<file path="src/rtl/mt_pkg.sv">
package mt_pkg;
  localparam int PSEL_W = 3;

  typedef enum logic [1:0] {
    MODE_SOFT   = 2'b00,
    MODE_PWM    = 2'b01,
    MODE_CAPCMP = 2'b10,
    MODE_EVENT  = 2'b11
  } mt_mode_e;

  typedef struct packed {
    logic              wrap_flag;
    logic              cap_rise;
    logic              evt_rise;
    logic [PSEL_W-1:0] psel;
    mt_mode_e          mode;
  } mt_ctl_t;
endpackage

</file>
<file path="src/rtl/mt_prescaler.sv">
module mt_prescaler #(
  parameter int SEL_W = 3
) (
  input  logic             clk,
  input  logic             rst_n,
  input  logic             restart,
  input  logic [SEL_W-1:0] sel,
  output logic             tick
);
  localparam int DIV_W = (1 << SEL_W) - 1;

  logic [DIV_W-1:0] div_q;
  logic [DIV_W-1:0] limit;

  assign limit = ~({DIV_W{1'b1}} << sel);
  assign tick  = !restart && (div_q == limit);

  always_ff @(posedge clk or negedge rst_n) begin
    if (!rst_n)                         div_q <= '0;
    else if (restart || div_q == limit) div_q <= '0;
    else                                div_q <= div_q + 1'b1;
  end

  // a restart leaves exactly one full new period before the next tick
  a_r3_restart_phase: assert property (@(posedge clk) disable iff (!rst_n)
    restart |=> (restart || (tick == (sel == '0))));
endmodule

</file>
<file path="src/rtl/mt_edge_det.sv">
module mt_edge_det #(
  parameter int STAGES = 2
) (
  input  logic clk,
  input  logic rst_n,
  input  logic pin,
  input  logic rise_sel,
  output logic hit
);
  logic [STAGES-1:0] sync_q;
  logic              prev_q;
  logic              level;

  assign level = sync_q[STAGES-1];
  assign hit   = rise_sel ? (level && !prev_q) : (!level && prev_q);

  always_ff @(posedge clk or negedge rst_n) begin
    if (!rst_n) begin
      sync_q <= '0;
      prev_q <= 1'b0;
    end else begin
      sync_q <= {sync_q[STAGES-2:0], pin};
      prev_q <= level;
    end
  end
endmodule

</file>
<file path="src/rtl/mt_count_core.sv">
module mt_count_core
  import mt_pkg::*;
#(
  parameter int CNT_W = 16
) (
  input  logic                  clk,
  input  logic                  rst_n,
  input  mt_mode_e              mode,
  input  logic                  tick,
  input  logic [1:0]            cap_hit,
  input  logic                  evt_hit,
  input  logic [CNT_W-1:0]      duty_cfg,
  input  logic [CNT_W-1:0]      period_cfg,
  input  logic [CNT_W-1:0]      compare_cfg,
  input  logic [2:0]            flag_clr,
  output logic [CNT_W-1:0]      count,
  output logic [1:0][CNT_W-1:0] cap_val,
  output logic [1:0]            cap_flag,
  output logic                  cmp_flag,
  output logic                  pwm_out
);
  logic [CNT_W-1:0] duty_act, per_act;
  logic             pwm_wrap;
  logic             in_capcmp;

  assign in_capcmp = (mode == MODE_CAPCMP);
  assign pwm_wrap  = (mode == MODE_PWM) && tick && (count >= per_act);
  assign pwm_out   = (mode == MODE_PWM) && (count < duty_act);

  always_ff @(posedge clk or negedge rst_n) begin
    if (!rst_n) begin
      count    <= '0;
      duty_act <= '0;
      per_act  <= '0;
    end else begin
      unique case (mode)
        MODE_SOFT, MODE_CAPCMP: if (tick) count <= count + 1'b1;
        MODE_PWM: begin
          if (pwm_wrap) begin
            count    <= '0;
            duty_act <= duty_cfg;
            per_act  <= period_cfg;
          end else if (tick) begin
            count <= count + 1'b1;
          end
        end
        MODE_EVENT: if (evt_hit) count <= count + 1'b1;
        default: ;
      endcase
    end
  end

  for (genvar i = 0; i < 2; i++) begin : g_cap
    always_ff @(posedge clk or negedge rst_n) begin
      if (!rst_n) begin
        cap_val[i]  <= '0;
        cap_flag[i] <= 1'b0;
      end else begin
        if (in_capcmp && cap_hit[i]) cap_val[i] <= count;
        cap_flag[i] <= (cap_flag[i] && !flag_clr[i]) || (in_capcmp && cap_hit[i]);
      end
    end

    // a capture edge latches the pre-edge count and raises its flag
    a_r6_cap_latch: assert property (@(posedge clk) disable iff (!rst_n)
      (in_capcmp && cap_hit[i]) |=> (cap_flag[i] && cap_val[i] == $past(count)));
    // a clear with no competing set drops the flag
    a_r11_flag_clear: assert property (@(posedge clk) disable iff (!rst_n)
      (flag_clr[i] && !(in_capcmp && cap_hit[i])) |=> !cap_flag[i]);
  end

  always_ff @(posedge clk or negedge rst_n) begin
    if (!rst_n) cmp_flag <= 1'b0;
    else        cmp_flag <= (cmp_flag && !flag_clr[2]) || (in_capcmp && count == compare_cfg);
  end

  // the software timer rolls over to zero
  a_r4_soft_wrap: assert property (@(posedge clk) disable iff (!rst_n)
    (mode == MODE_SOFT && tick && (&count)) |=> (count == '0));
  // reaching the active period returns the PWM count to zero
  a_r8_pwm_return: assert property (@(posedge clk) disable iff (!rst_n)
    (mode == MODE_PWM && tick && count >= per_act) |=> (count == '0));
  // in event mode nothing but an event edge moves the count
  a_r9_event_hold: assert property (@(posedge clk) disable iff (!rst_n)
    (mode == MODE_EVENT && !evt_hit) |=> $stable(count));
  // compare equality in capture/compare mode raises the flag
  a_r7_cmp_set: assert property (@(posedge clk) disable iff (!rst_n)
    (in_capcmp && count == compare_cfg) |=> cmp_flag);
endmodule

</file>
<file path="src/rtl/multi_timer.sv">
module multi_timer
  import mt_pkg::*;
#(
  parameter int CNT_W       = 16,
  parameter int RTC_W       = 8,
  parameter int SYNC_STAGES = 2
) (
  input  logic             clk,
  input  logic             rst_n,
  input  logic             ctl_we,
  input  logic [7:0]       ctl_wdata,
  output logic [7:0]       ctl_rdata,
  input  logic             rtc_inc,
  output logic [RTC_W-1:0] rtc_value,
  input  logic             cap1_pin,
  input  logic             cap2_pin,
  input  logic             evt_pin,
  input  logic [CNT_W-1:0] duty_cfg,
  input  logic [CNT_W-1:0] period_cfg,
  input  logic [CNT_W-1:0] compare_cfg,
  input  logic [2:0]       flag_clr,
  output logic [CNT_W-1:0] count,
  output logic [CNT_W-1:0] cap1_value,
  output logic [CNT_W-1:0] cap2_value,
  output logic             cap1_flag,
  output logic             cap2_flag,
  output logic             cmp_flag,
  output logic             pwm_out
);
  localparam int N_PINS = 3;

  mt_ctl_t                  ctl_q;
  mt_ctl_t                  wr_view;
  logic                     rtc_wrap;
  logic                     ps_restart;
  logic                     tick;
  logic [N_PINS-1:0]        pins, pol, hits;
  logic [1:0][CNT_W-1:0]    cap_val;
  logic [1:0]               cap_flag;

  assign wr_view    = mt_ctl_t'(ctl_wdata);
  assign ps_restart = ctl_we && (wr_view.psel != ctl_q.psel);
  assign rtc_wrap   = rtc_inc && (&rtc_value);
  assign ctl_rdata  = ctl_q;

  always_ff @(posedge clk or negedge rst_n) begin
    if (!rst_n) begin
      ctl_q <= '0;
    end else begin
      if (ctl_we) begin
        ctl_q.cap_rise <= wr_view.cap_rise;
        ctl_q.evt_rise <= wr_view.evt_rise;
        ctl_q.psel     <= wr_view.psel;
        ctl_q.mode     <= wr_view.mode;
      end
      ctl_q.wrap_flag <= rtc_wrap || (ctl_q.wrap_flag && !(ctl_we && !wr_view.wrap_flag));
    end
  end

  always_ff @(posedge clk or negedge rst_n) begin
    if (!rst_n)       rtc_value <= '0;
    else if (rtc_inc) rtc_value <= rtc_value + 1'b1;
  end

  mt_prescaler #(.SEL_W(PSEL_W)) u_presc (
    .clk(clk), .rst_n(rst_n), .restart(ps_restart), .sel(ctl_q.psel), .tick(tick)
  );

  assign pins = {evt_pin, cap2_pin, cap1_pin};
  assign pol  = {ctl_q.evt_rise, ctl_q.cap_rise, ctl_q.cap_rise};

  for (genvar p = 0; p < N_PINS; p++) begin : g_pin
    mt_edge_det #(.STAGES(SYNC_STAGES)) u_edge (
      .clk(clk), .rst_n(rst_n), .pin(pins[p]), .rise_sel(pol[p]), .hit(hits[p])
    );
  end

  mt_count_core #(.CNT_W(CNT_W)) u_core (
    .clk(clk), .rst_n(rst_n), .mode(ctl_q.mode), .tick(tick),
    .cap_hit(hits[1:0]), .evt_hit(hits[2]),
    .duty_cfg(duty_cfg), .period_cfg(period_cfg), .compare_cfg(compare_cfg),
    .flag_clr(flag_clr), .count(count), .cap_val(cap_val),
    .cap_flag(cap_flag), .cmp_flag(cmp_flag), .pwm_out(pwm_out)
  );

  assign cap1_value = cap_val[0];
  assign cap2_value = cap_val[1];
  assign cap1_flag  = cap_flag[0];
  assign cap2_flag  = cap_flag[1];

  // a real-time wrap always leaves the flag set
  a_r5_wrap_set: assert property (@(posedge clk) disable iff (!rst_n)
    rtc_wrap |=> ctl_rdata[7]);
  // a clearing write with no wrap drops the flag
  a_r5_wrap_clear: assert property (@(posedge clk) disable iff (!rst_n)
    (ctl_we && !ctl_wdata[7] && !rtc_wrap) |=> !ctl_rdata[7]);
  // control bits below the flag follow the write
  a_r2_ctl_write: assert property (@(posedge clk) disable iff (!rst_n)
    ctl_we |=> (ctl_rdata[6:0] == $past(ctl_wdata[6:0])));
endmodule

</file>
<file path="config.mk">
export PLATFORM = sky130hd
export DESIGN_NAME = multi_timer
export DESIGN_NICKNAME = d
export VERILOG_FILES = /design/src/rtl/mt_pkg.sv /design/src/rtl/mt_prescaler.sv /design/src/rtl/mt_edge_det.sv /design/src/rtl/mt_count_core.sv /design/src/rtl/multi_timer.sv
export SDC_FILE = /design/constraint.sdc
export NUM_CORES = 1
export LEC_CHECK = 0
export ABC_AREA = 1
export BUFFER_PORTS_ARGS = -buffer_cell sky130_fd_sc_hd__buf_4
export CAP_MARGIN = 10
export CORE_MARGIN = 4
export CORE_UTILIZATION = 41
export CTS_BUF_LIST = sky130_fd_sc_hd__clkbuf_4
export CTS_CLUSTER_DIAMETER = 150
export DETAILED_ROUTE_END_ITERATION = 16
export MAX_ROUTING_LAYER = met4
export PLACE_DENSITY = 0.72
export SETUP_SLACK_MARGIN = 0.1
export SLEW_MARGIN = 20
export SYNTH_ARGS = -nofsm -noshare
export SYNTH_HDL_FRONTEND = slang
export SYNTH_HIERARCHICAL = 1
export SYNTH_SLANG_ARGS = --single-unit
</file>
<file path="constraint.sdc">
create_clock -name clk -period 2.5 [get_ports clk]
set_clock_uncertainty 0.05 [all_clocks]
set_input_delay 0.5 -clock clk [delete_from_list [all_inputs] [get_ports clk]]
set_output_delay 0.5 -clock clk [all_outputs]
set_load 0.02 [all_outputs]
</file>
==> out/qor.yml, run 1 <==
run_status:
  status: "complete, but fails checks"
  violations: "setup timing"
synthesis:
  syn-num-nets: 882
  ys_dominant_reg_cell: "dfrtp_1"
  synthCells: 782
  async_reset_ff_share_pct: 100
  synth_cell_types: 36
  ys_warn_count: 6
  synth-edff-count: 0
  synth-seq-cells: 115
  synth_area_um2: 6350
  ys_seq_area_share_pct: 45.3
  avgSynthCellArea_um2: 8.12
global_route:
  use_met1_pct: 23.1
  use_met2_pct: 30.1
  gr-total-overflow: 0
  grt.met3_usage_pct: 6.01
  antenna_found_initial: 0
  grt_pass1_wl_mm: 26.4
  busiest_layer: "met2"
  grt_pass1_vias: 5481
  grt_usage_pct: 19.1
  grt_max_degree: 63
timing:
  fmax_ghz: 0.389
  hold_violations: 0
  slew_headroom_pct: 73.2
  report.final.slew_viol_count: 0
  worst_hold_slack_ps: 96.5
  worst_slack_ps: -73.4
  period_minus_slack_ps: 2570
  max_slew.worst_pin.slew_ps: 392
  setup_viol: 1
  rsz0062_at_grt: "true"
  period_share_pct: 103
final_layout:
  nets: 1047
  n_antenna_cell: 0
  syn2layout_area_growth_pct: 28.6
  drive_above_1_share_pct: 28.9
worst_setup_path:
  r2r_slack_ps: 280
  cp_slowest_cell: "dfrtp_1"
  startpoint_type: "register"
  cp_data_arrival_time_ps: 2020
  max_stage_delay_ps: 380
  crit_fanout: 2
  cp.required_ps: 1950
  crit_type: "reg -> out"
  path_cells: "inv_2, ha_4, a21oi_2, o21ai_2, a21oi_2, o21ai_2, nand2_1, nand2_1, nor2_2, buf_6"
  end_kind: "primary output"
run:
  maxCapViolations: 0
clock_network:
  cts_buffers: 17
  cts-root-buf: "clkbuf_4"
  clock_latency_ps: 530
  cts_tree: "done"
  htree_levels: 4
  cts.clk_slew.worst_paths_ps: 100
  clockBufferDepth: 2
  cts.sinks: 115
route:
  ant_nets: 0
  drt_wl_total_mm: 16.2
  drt_pass1_iterations: 5
  avgViaCountPerCell: 4.87
  drc_errors: 0
  dr_total_vias: 5588
  drtIter0Drc: 351
  routedWlPerCell_um: 14.1
placed_design:
  io_buffers: 133
  dp_hpwl_mm: 11.9
  place_ws_ps: 170
  gp_congestion: 0.872
floorplanning:
  die_h_um: 132
  initial_core_util_pct: 41.8
  row_count: 45
  io_pins: 134
  die_w_um: 132
  die_area_um2: 17500
  core_um2: 15200
power:
  peakVddDrop_v: 0.000464
  powerDensity_nw_per_um2: 855
  leakage_nw: 4.35
hold_path:
  hold_class: "in -> reg"
-- per-layer routing --
metal | part of all wire (%) | wire (µm)
met5 | 0 | 0
met4 | 1.7 | 270
met3 | 7.8 | 1260
met2 | 49 | 7870
met1 | 42 | 6770
-- cell families (layout without fill, tap and decap cells) --
logic type      count (synthesis)  count (layout)  share of synthesized area (%)
simple gates                  342             342                           23.7
buf+inv                       134             312                           8.77
compound gates                132             132                           12.1
flops                         115             115                           45.3
fa+ha+maj                      34              34                           6.70
xor+xnor                       24              24                           3.31
mux                             1               1                          0.177
-- worst paths after layout --
| path | start | end | cells after the start |
|---|---|---|---|
| setup / recovery | u_core/duty_act[1]$_DFFE_PN0P_ | pwm_out | 10 |
| hold / removal | flag_clr[1] | u_core/cap_flag[1]$_DFF_PN0_ | 2 |
| setup reg to reg | ctl_rdata[3]$_DFFE_PN0P_ | u_core/duty_act[13]$_DFFE_PN0P_ | 12 |
| hold reg to reg | g_pin[2].u_edge/sync_q[0]$_DFF_PN0_ | g_pin[2].u_edge/sync_q[1]$_DFF_PN0_ | 0 |
| max in group asynchronous | rst_n | u_core/count[0]$_DFFE_PN0P_ | 3 |
| min in group asynchronous | rst_n | u_core/duty_act[12]$_DFFE_PN0P_ | 2 |
-- layout make-up --
class                      count  area [µm²]
clock buffer                  18         135
clock inverter                14         168
fill                        1438        7040
inverter                     110         418
multi-input combinational    533        3010
sequential                   115        2890
tap                          188         235
timing repair buffer         170        1320
-- synthesized netlist by cell type (all sizes together) (3+ instances only) --
| master | instances | area share, % |
|---|---|---|
| a21oi | 53 | 5.4 |
| a22oi | 5 | 0.59 |
| buf | 15 | 1.7 |
| clkbuf | 9 | 0.53 |
| dfrtp | 115 | 45 |
| ha | 34 | 6.7 |
| inv | 110 | 6.5 |
| nand2 | 196 | 12 |
| nand3 | 51 | 4.1 |
| nand4 | 10 | 0.99 |
| nor2 | 71 | 5.2 |
| nor3 | 10 | 0.87 |
| o21ai | 66 | 5.2 |
| o22ai | 3 | 0.30 |
| or2 | 3 | 0.30 |
| xnor2 | 7 | 0.97 |
| xor2 | 17 | 2.3 |
-- power by group --
group / switching (W) / internal, W
clock network: 0.000701 / 0.000780
logic: 0.00165 / 0.00118
registers: 0.000415 / 0.00225
total: 0.00277 / 0.00422
-- cell usage in the layout, fill, tap and decap left out, drive strengths merged --
| master | Yosys | routed |
|---|---|---|
| nand2 | 196 | 196 |
| inv | 110 | 109 |
| dfrtp | 115 | 115 |
| bufinv | 0 | 4 |
| ha | 34 | 34 |
| a2111oi | 1 | 1 |
| buf | 15 | 166 |
| clkinvlp | 0 | 2 |
| xnor2 | 7 | 7 |
| xor2 | 17 | 17 |
| o22ai | 3 | 3 |
| a21o | 1 | 1 |
| a21oi | 53 | 53 |
| o21ai | 66 | 66 |
| nand3 | 51 | 51 |
| nor2 | 71 | 71 |
| clkinv | 0 | 9 |
| nor4 | 1 | 1 |
| or2 | 3 | 3 |
| a221oi | 1 | 1 |
| mux2 | 1 | 1 |
| o21bai | 1 | 1 |
| dlygate4sd3 | 0 | 4 |
| a22oi | 5 | 5 |
| nor3 | 10 | 10 |
| clkbuf | 9 | 18 |
| a31oi | 1 | 1 |
| nand4 | 10 | 10 |
-- registers in the layout, indices dropped and copies added, names as in the netlist, 2 cells and up --
name and cells:
u_core/cap_val 32, u_core/count 16, u_core/duty_act 16, u_core/per_act 16
ctl_rdata 8, rtc_value 8, u_presc/div_q 7, g_pin.u_edge/sync_q 6
g_pin.u_edge/prev_q 3, u_core/cap_flag 2
-- timing repair --
item / in CTS / in global routing
setup buffers: 0 / 11
hold buffers: 4 / 0
pin swaps: 5 / 8
gates resized for setup: 9 / 21
endpoints found under the hold margin: 23 / 0
endpoints found under the setup margin: 1 / 49
-- stage by stage --
stage | area, µm² | TNS, ps | cells | power [W] | utilization (%)
2_1_floorplan | 6350 | 0 | 782 | 0.00419 | -
3_3_place_gp | 7630 | 0 | 1101 | 0.00534 | 50.2
3_5_place_dp | 7630 | 0 | 1101 | 0.00539 | 50.2
4_1_cts | 7980 | -249 | 1137 | 0.00691 | 52.5
5_1_grt | 8170 | -288 | 1148 | 0.00746 | 53.7
6_report | 8170 | -73.4 | 1148 | 0.00698 | 53.7
-- critical path, delay by kind of cell, from the launching register on --
family	cells	cell delay, ps
buf+inv	2	210
flops	1	380
fa+ha+maj	1	200
simple gates	3	220
compound gates	4	470
No activity file was read; power rests on OpenSTA's default activity.
==> run 2: changes to the inputs <==
RECOVER_POWER = 50   (was unset)
==> run 2 against run 1 <==
Compared with the run above:
- the flow still finishes with violations (setup timing)
- hold slack got worse by 0.61 ps
- routed wire length up 0.14%
- die area did not move
- clock-buffer cell count is the same
- via count grew 0.32%
- critical path type unchanged
- critical endpoint unchanged
==> out/qor.yml, run 2 (synthesized netlist as in run 1, its figures left out) <==
run_status:
  status: "complete, but fails checks"
  violations: "setup timing"
route:
  routedWlPerCell_um: 14.1  # +0.14%
  drt_wl_total_mm: 16.2  # +0.14%
  ant_nets: 0  # unchanged
  dr_total_vias: 5606  # +0.32%
  drtIter0Drc: 340  # -3.1%
  drt_pass1_iterations: 5  # unchanged
  drc_errors: 0  # unchanged
  avgViaCountPerCell: 4.88  # +0.32%
clock_network:
  clock_latency_ps: 520  # about the same
  clockBufferDepth: 2  # unchanged
  cts.clk_slew.worst_paths_ps: 100  # about the same
  cts_buffers: 17  # unchanged
  cts-root-buf: "clkbuf_4"
  cts.sinks: 115  # unchanged
  cts_tree: "done"
  htree_levels: 4  # unchanged
worst_setup_path:
  path_cells: "inv_2, ha_4, a21oi_2, o21ai_2, a21oi_2, o21ai_2, nand2_1, nand2_1, nor2_2, buf_6"
  cp_data_arrival_time_ps: 2030  # about the same
  rr_startpoint: "ctl_rdata[3]$_DFFE_PN0P_"
  crit_type: "reg -> out"
  startpoint_type: "register"
  end_kind: "primary output"
  cp_slowest_cell: "dfrtp_1"
  cp.required_ps: 1950  # about the same
  max_stage_delay_ps: 380  # about the same
  crit_fanout: 2  # unchanged
  crit_start: "u_core/duty_act[1]$_DFFE_PN0P_"
floorplanning:
  initial_core_util_pct: 41.8  # unchanged
  die_area_um2: 17500  # unchanged
  die_h_um: 132  # unchanged
  io_pins: 134  # unchanged
  core_um2: 15200  # unchanged
  die_w_um: 132  # unchanged
  row_count: 45  # unchanged
final_layout:
  n_antenna_cell: 0  # unchanged
  drive_above_1_share_pct: 28.1  # -0.73 points
  final_area_um2: 8140  # -0.34%
  nets: 1047  # unchanged
  multi_input_area_um2: 2990  # -0.42%
  final_cell_mix: "187 x nand2_1, 155 x buf_4, 107 x dfrtp_1"
  fillers: 1446  # +0.56%
  largest_register: "u_core/cap_val"
  layoutNonFillerInstCount: 1148  # unchanged
  syn2layout_area_growth_pct: 28.2
  largest_reg_flops: 32  # unchanged
  area.sequential_um2: 2890  # about the same
  layout_commonest_cell: "nand2_1"
power:
  leakage_nw: 4.34  # -0.24%
  power_w: 0.00697  # -0.26%
  powerDensity_nw_per_um2: 856  # about the same
  peakVddDrop_v: 0.000461  # -0.67%
timing:
  hold_violations: 0  # unchanged
  slew_headroom_pct: 9.91  # -63 points
  rsz0062_at_grt: "true"
  worst_slack_ps: -75.6  # -2.17 ps
  fmax_ghz: 0.388  # about the same
  max_slew.worst_pin.slew_ps: 1350  # +960 ps
  period_share_pct: 103  # about the same
  report.final.slew_viol_count: 0  # unchanged
  setup_viol: 1  # unchanged
  period_minus_slack_ps: 2580  # +2.17 ps
global_route:
  antenna_found_initial: 0  # unchanged
  grt_max_degree: 63  # unchanged
  gr-total-overflow: 0  # unchanged
  grt_pass1_wl_mm: 26.4  # unchanged
  grt_pass1_vias: 5481  # unchanged
  grt_usage_pct: 19.1  # unchanged
hold_path:
  hold_class: "in -> reg"
  hold_path.startpoint: "flag_clr[1]"
placed_design:
  place_ws_ps: 170  # unchanged
  dp_hpwl_mm: 11.9  # unchanged
  io_buffers: 133  # unchanged
  gp_congestion: 0.872  # unchanged
  placed_area_um2: 7630  # unchanged
  placed_cells: 1101  # unchanged
run:
  maxCapViolations: 0  # unchanged
run 2: cell count changes in the layout (fill, tap and decap cells not counted):
cell	change
nor2_1	+2
nor2_4	-1
nand2_1	+1
dfrtp_1	+1
clkbuf_2	+1
dfrtp_2	-1
clkbuf_1	+3
buf_4	-8
clkbuf_4	+4
nor2_2	-1
nand2_2	-1
run 2: final cells by class:
cell class,instances,area share [%]
Multi-Input combinational cell,533,36.8
Sequential cell,115,35.5
Timing Repair Buffer,170,16.0
Inverter,110,5.13
Tap cell,188,2.89
Clock inverter,14,2.06
Clock buffer,18,1.66
run 2: path summary, 6_finish.rpt:
kind | slack [ps] | cells after the start | end
max | -80 | 10 | pwm_out
min | 100 | 2 | u_core/cap_flag[1]$_DFF_PN0_
max reg2reg | 280 | 14 | u_core/count[6]$_DFFE_PN0P_
max in group asynchronous | 460 | 3 | u_core/count[0]$_DFFE_PN0P_
min reg2reg | 310 | 0 | g_pin[2].u_edge/sync_q[1]$_DFF_PN0_
min in group asynchronous | 740 | 2 | rtc_value[2]$_DFFE_PN0P_
run 2: power by group:
part	switching, W	leakage (nW)	internal (W)
registers	0.000414	1.33	0.00225
logic	0.00164	2.86	0.00117
clock network	0.000700	0.157	0.000780
total	0.00276	4.34	0.00421
run 2: metrics by stage:
stage / utilization, % / TNS (ps) / hold slack [ps]
finish: 53.5 / -75.6 / 95.8
global route: 53.5 / -1440 / 41.5
global placement: 50.2 / 0 / 283
CTS: 52.5 / -249 / 42.6
floorplan: - / 0 / 154
detailed placement: 50.2 / 0 / 286
run 2: metal layers:
layer	global-route usage (%)	wire length, µm
met1	23.1	6810
met2	30.1	7900
met3	6.01	1210
met4	7.22	276
met5	-	0
run 2: critical path, delay by kind of cell (launching register included):
family                   cells  cell delay [ps]
AO/OA/AOI/OAI                4              470
adder cells (fa/ha/maj)      1              200
flip-flops                   1              380
buffers and inverters        2              210
AND/OR/NAND/NOR              3              220
run 2: timing repair:
item / in CTS / in global routing
gates resized for setup: 9 / 21
hold buffers: 4 / 0
pin swaps: 5 / 8
buffers inserted: 0 / 11
endpoints found under the hold margin: 23 / 0
setup endpoints to repair: 1 / 49
==> run 3: changes to the inputs <==
CELL_PAD_IN_SITES_DETAIL_PLACEMENT = 1   (was unset)
CELL_PAD_IN_SITES_GLOBAL_PLACEMENT = 2   (was unset)
CORE_UTILIZATION = 33   (was 41)
PLACE_DENSITY = 0.92   (was 0.72)
SETUP_SLACK_MARGIN = 0.05   (was 0.1)
==> run 3 against run 2 <==
Compared with the run above:
- the run still ends with setup timing left
- first-iteration DRC count fell by 20%
- hold slack got worse by 30 ps
- combinational power rose by 2%
- critical path type unchanged
- largest cell class unchanged
- largest power group unchanged
==> out/qor.yml, run 3 (synthesized netlist as in run 1, its figures left out) <==
timing:
  fmax_ghz: 0.382  # -1.5%
  worst_slack_ps: -115  # -39.3 ps
  setup_viol: 1  # unchanged
  slew_headroom_pct: 31.3  # +21 points
  report.final.slew_viol_count: 0  # unchanged
  hold_violations: 0  # unchanged
  rsz0062_at_grt: "true"
  period_minus_slack_ps: 2610  # +39.3 ps
  period_share_pct: 105  # +1.6 points
  max_slew.worst_pin.slew_ps: 1030  # -320 ps
power:
  powerDensity_nw_per_um2: 848  # -0.94%
  leakage_nw: 4.34  # about the same
  peakVddDrop_v: 0.000507  # +10%
floorplanning:
  die_w_um: 147  # +11%
  io_pins: 134  # unchanged
  initial_core_util_pct: 33.7  # -8.0 points
  die_area_um2: 21500  # +23%
  core_um2: 18800  # +24%
  row_count: 50  # +11%
  die_h_um: 147  # +11%
worst_setup_path:
  cp_slowest_cell: "dfrtp_1"
  cp_data_arrival_time_ps: 2060  # +30 ps
  path_delay_family: "compound AO/OA/AOI/OAI gates"
  r2r_slack_ps: 260  # -20 ps
  startpoint_type: "register"
  cp.required_ps: 1950  # about the same
  rr_startpoint: "ctl_rdata[3]$_DFFE_PN0P_"
  crit_fanout: 2  # unchanged
  critPathBufInv: 1  # -1
  path_cells: "ha_4, a21oi_4, o21ai_2, a21oi_2, o21ai_2, nand2_1, nand2_1, nor2_2, buf_6"
  end_kind: "primary output"
  crit_type: "reg -> out"
  r2r_cells: 14  # unchanged
  r2r_end: "u_core/count[4]$_DFFE_PN0P_"
  max_stage_delay_ps: 440  # +60 ps
placed_design:
  io_buffers: 133  # unchanged
  place_ws_ps: 242  # +71.5 ps
  gp_congestion: 0.801  # -8.1%
  placed_cells: 1175  # +6.7%
  dp_hpwl_mm: 14.0  # +18%
run:
  maxCapViolations: 0  # unchanged
global_route:
  grt_pass1_wl_mm: 31.4  # +19%
  grt_pass1_vias: 6075  # +11%
  grt_max_degree: 108  # +71%
  grt_usage_pct: 18.7  # -0.46 points
  gr-total-overflow: 0  # unchanged
  antenna_found_initial: 1  # +1
final_layout:
  multi_input_area_um2: 2970  # -0.84%
  largest_reg_flops: 32  # unchanged
  drive_above_1_share_pct: 27.4  # -0.75 points
  layoutNonFillerInstCount: 1218  # +6.1%
  nets: 1045  # -0.19%
  largest_register: "u_core/cap_val"
  layout_commonest_cell: "nand2_1"
  area.sequential_um2: 2880  # -0.13%
  syn2layout_area_growth_pct: 28.5
  final_cell_mix: "187 x nand2_1, 154 x buf_4, 110 x dfrtp_1"
  fillers: 2320  # +60%
clock_network:
  cts-root-buf: "clkbuf_4"
  clockBufferDepth: 2  # unchanged
  cts.clk_slew.worst_paths_ps: 110  # about the same
  cts.sinks: 115  # unchanged
  htree_levels: 4  # unchanged
  cts_buffers: 17  # unchanged
  clock_latency_ps: 540  # +20 ps
  cts_tree: "done"
route:
  ant_nets: 0  # unchanged
  drt_pass1_iterations: 4  # -1
  dr_total_vias: 5711  # +1.9%
  routedWlPerCell_um: 15.5  # +9.5%
  avgViaCountPerCell: 4.69  # -4.0%
  drtIter0Drc: 273  # -20%
  drt_wl_total_mm: 18.8  # +16%
  drc_errors: 0  # unchanged
hold_path:
  hold_path_depth: 2  # unchanged
  hold_path.startpoint: "flag_clr[1]"
  hold_class: "in -> reg"
  min_to: "u_core/cap_flag[1]$_DFF_PN0_"
run_status:
  status: "complete, but fails checks"
  violations: "setup timing"
run 3: cell count changes in the layout (fill, tap and decap cells not counted), sizes merged:
cell      previous run  this run
clkinvlp             2         1
inv                109       110
bufinv               4         3
diode                0         1
clkinv               9        10
clkbuf              26        23
run 3: worst max path at each step:
| stage | from | end | slack, ps | cells after the start |
|---|---|---|---|---|
| after floorplan | ctl_rdata[4]$_DFFE_PN0P_ | u_core/per_act[0]$_DFFE_PN0P_ | 240 | 16 |
| after CTS | u_core/duty_act[1]$_DFFE_PN0P_ | pwm_out | -280 | 10 |
| after global routing | u_core/count[13]$_DFFE_PN0P_ | pwm_out | -320 | 9 |
| after detailed placement | u_core/duty_act[1]$_DFFE_PN0P_ | pwm_out | 240 | 10 |
| after global placement | u_core/duty_act[1]$_DFFE_PN0P_ | pwm_out | 240 | 10 |
| final | u_core/count[1]$_DFFE_PN0P_ | pwm_out | -110 | 9 |
run 3: where the power goes:
part           switching [W]  internal, W
clock network       0.000744     0.000664
registers           0.000393      0.00225
logic                0.00170      0.00116
total                0.00284      0.00408
run 3: final cells by class:
class | count | share of cell area, %
Timing Repair Buffer | 168 | 15.9
Inverter | 110 | 5.06
Antenna cell | 1 | 0.0307
Multi-Input combinational cell | 533 | 36.4
Clock inverter | 14 | 1.78
Tap cell | 260 | 3.99
Sequential cell | 115 | 35.3
Clock buffer | 17 | 1.56
run 3: timing repair:
item / CTS / global route
hold endpoints to repair: 11 / 0
hold buffers: 4 / 0
gates resized for setup: 9 / 14
buffers inserted: 1 / 6
setup endpoints to repair: 1 / 39
pin swaps: 8 / 8
run 3: per-stage QoR:
step	total power [W]	utilization, %	setup TNS, ps	hold WS, ps	area [µm²]
3_3_place_gp	0.00545	41.1	0	283	7750
3_5_place_dp	0.00552	41.1	0	289	7750
2_1_floorplan	0.00419	-	0	154	6350
5_1_grt	0.00745	43.3	-683	18.6	8160
4_1_cts	0.00698	43.0	-279	11.8	8100
6_report	0.00692	43.3	-115	65.8	8160
run 3: per-layer routing:
layer	wire [µm]	track usage, %
met5	0	-
met4	411	6.63
met3	1000	4.47
met2	9500	30.9
met1	7920	22.2
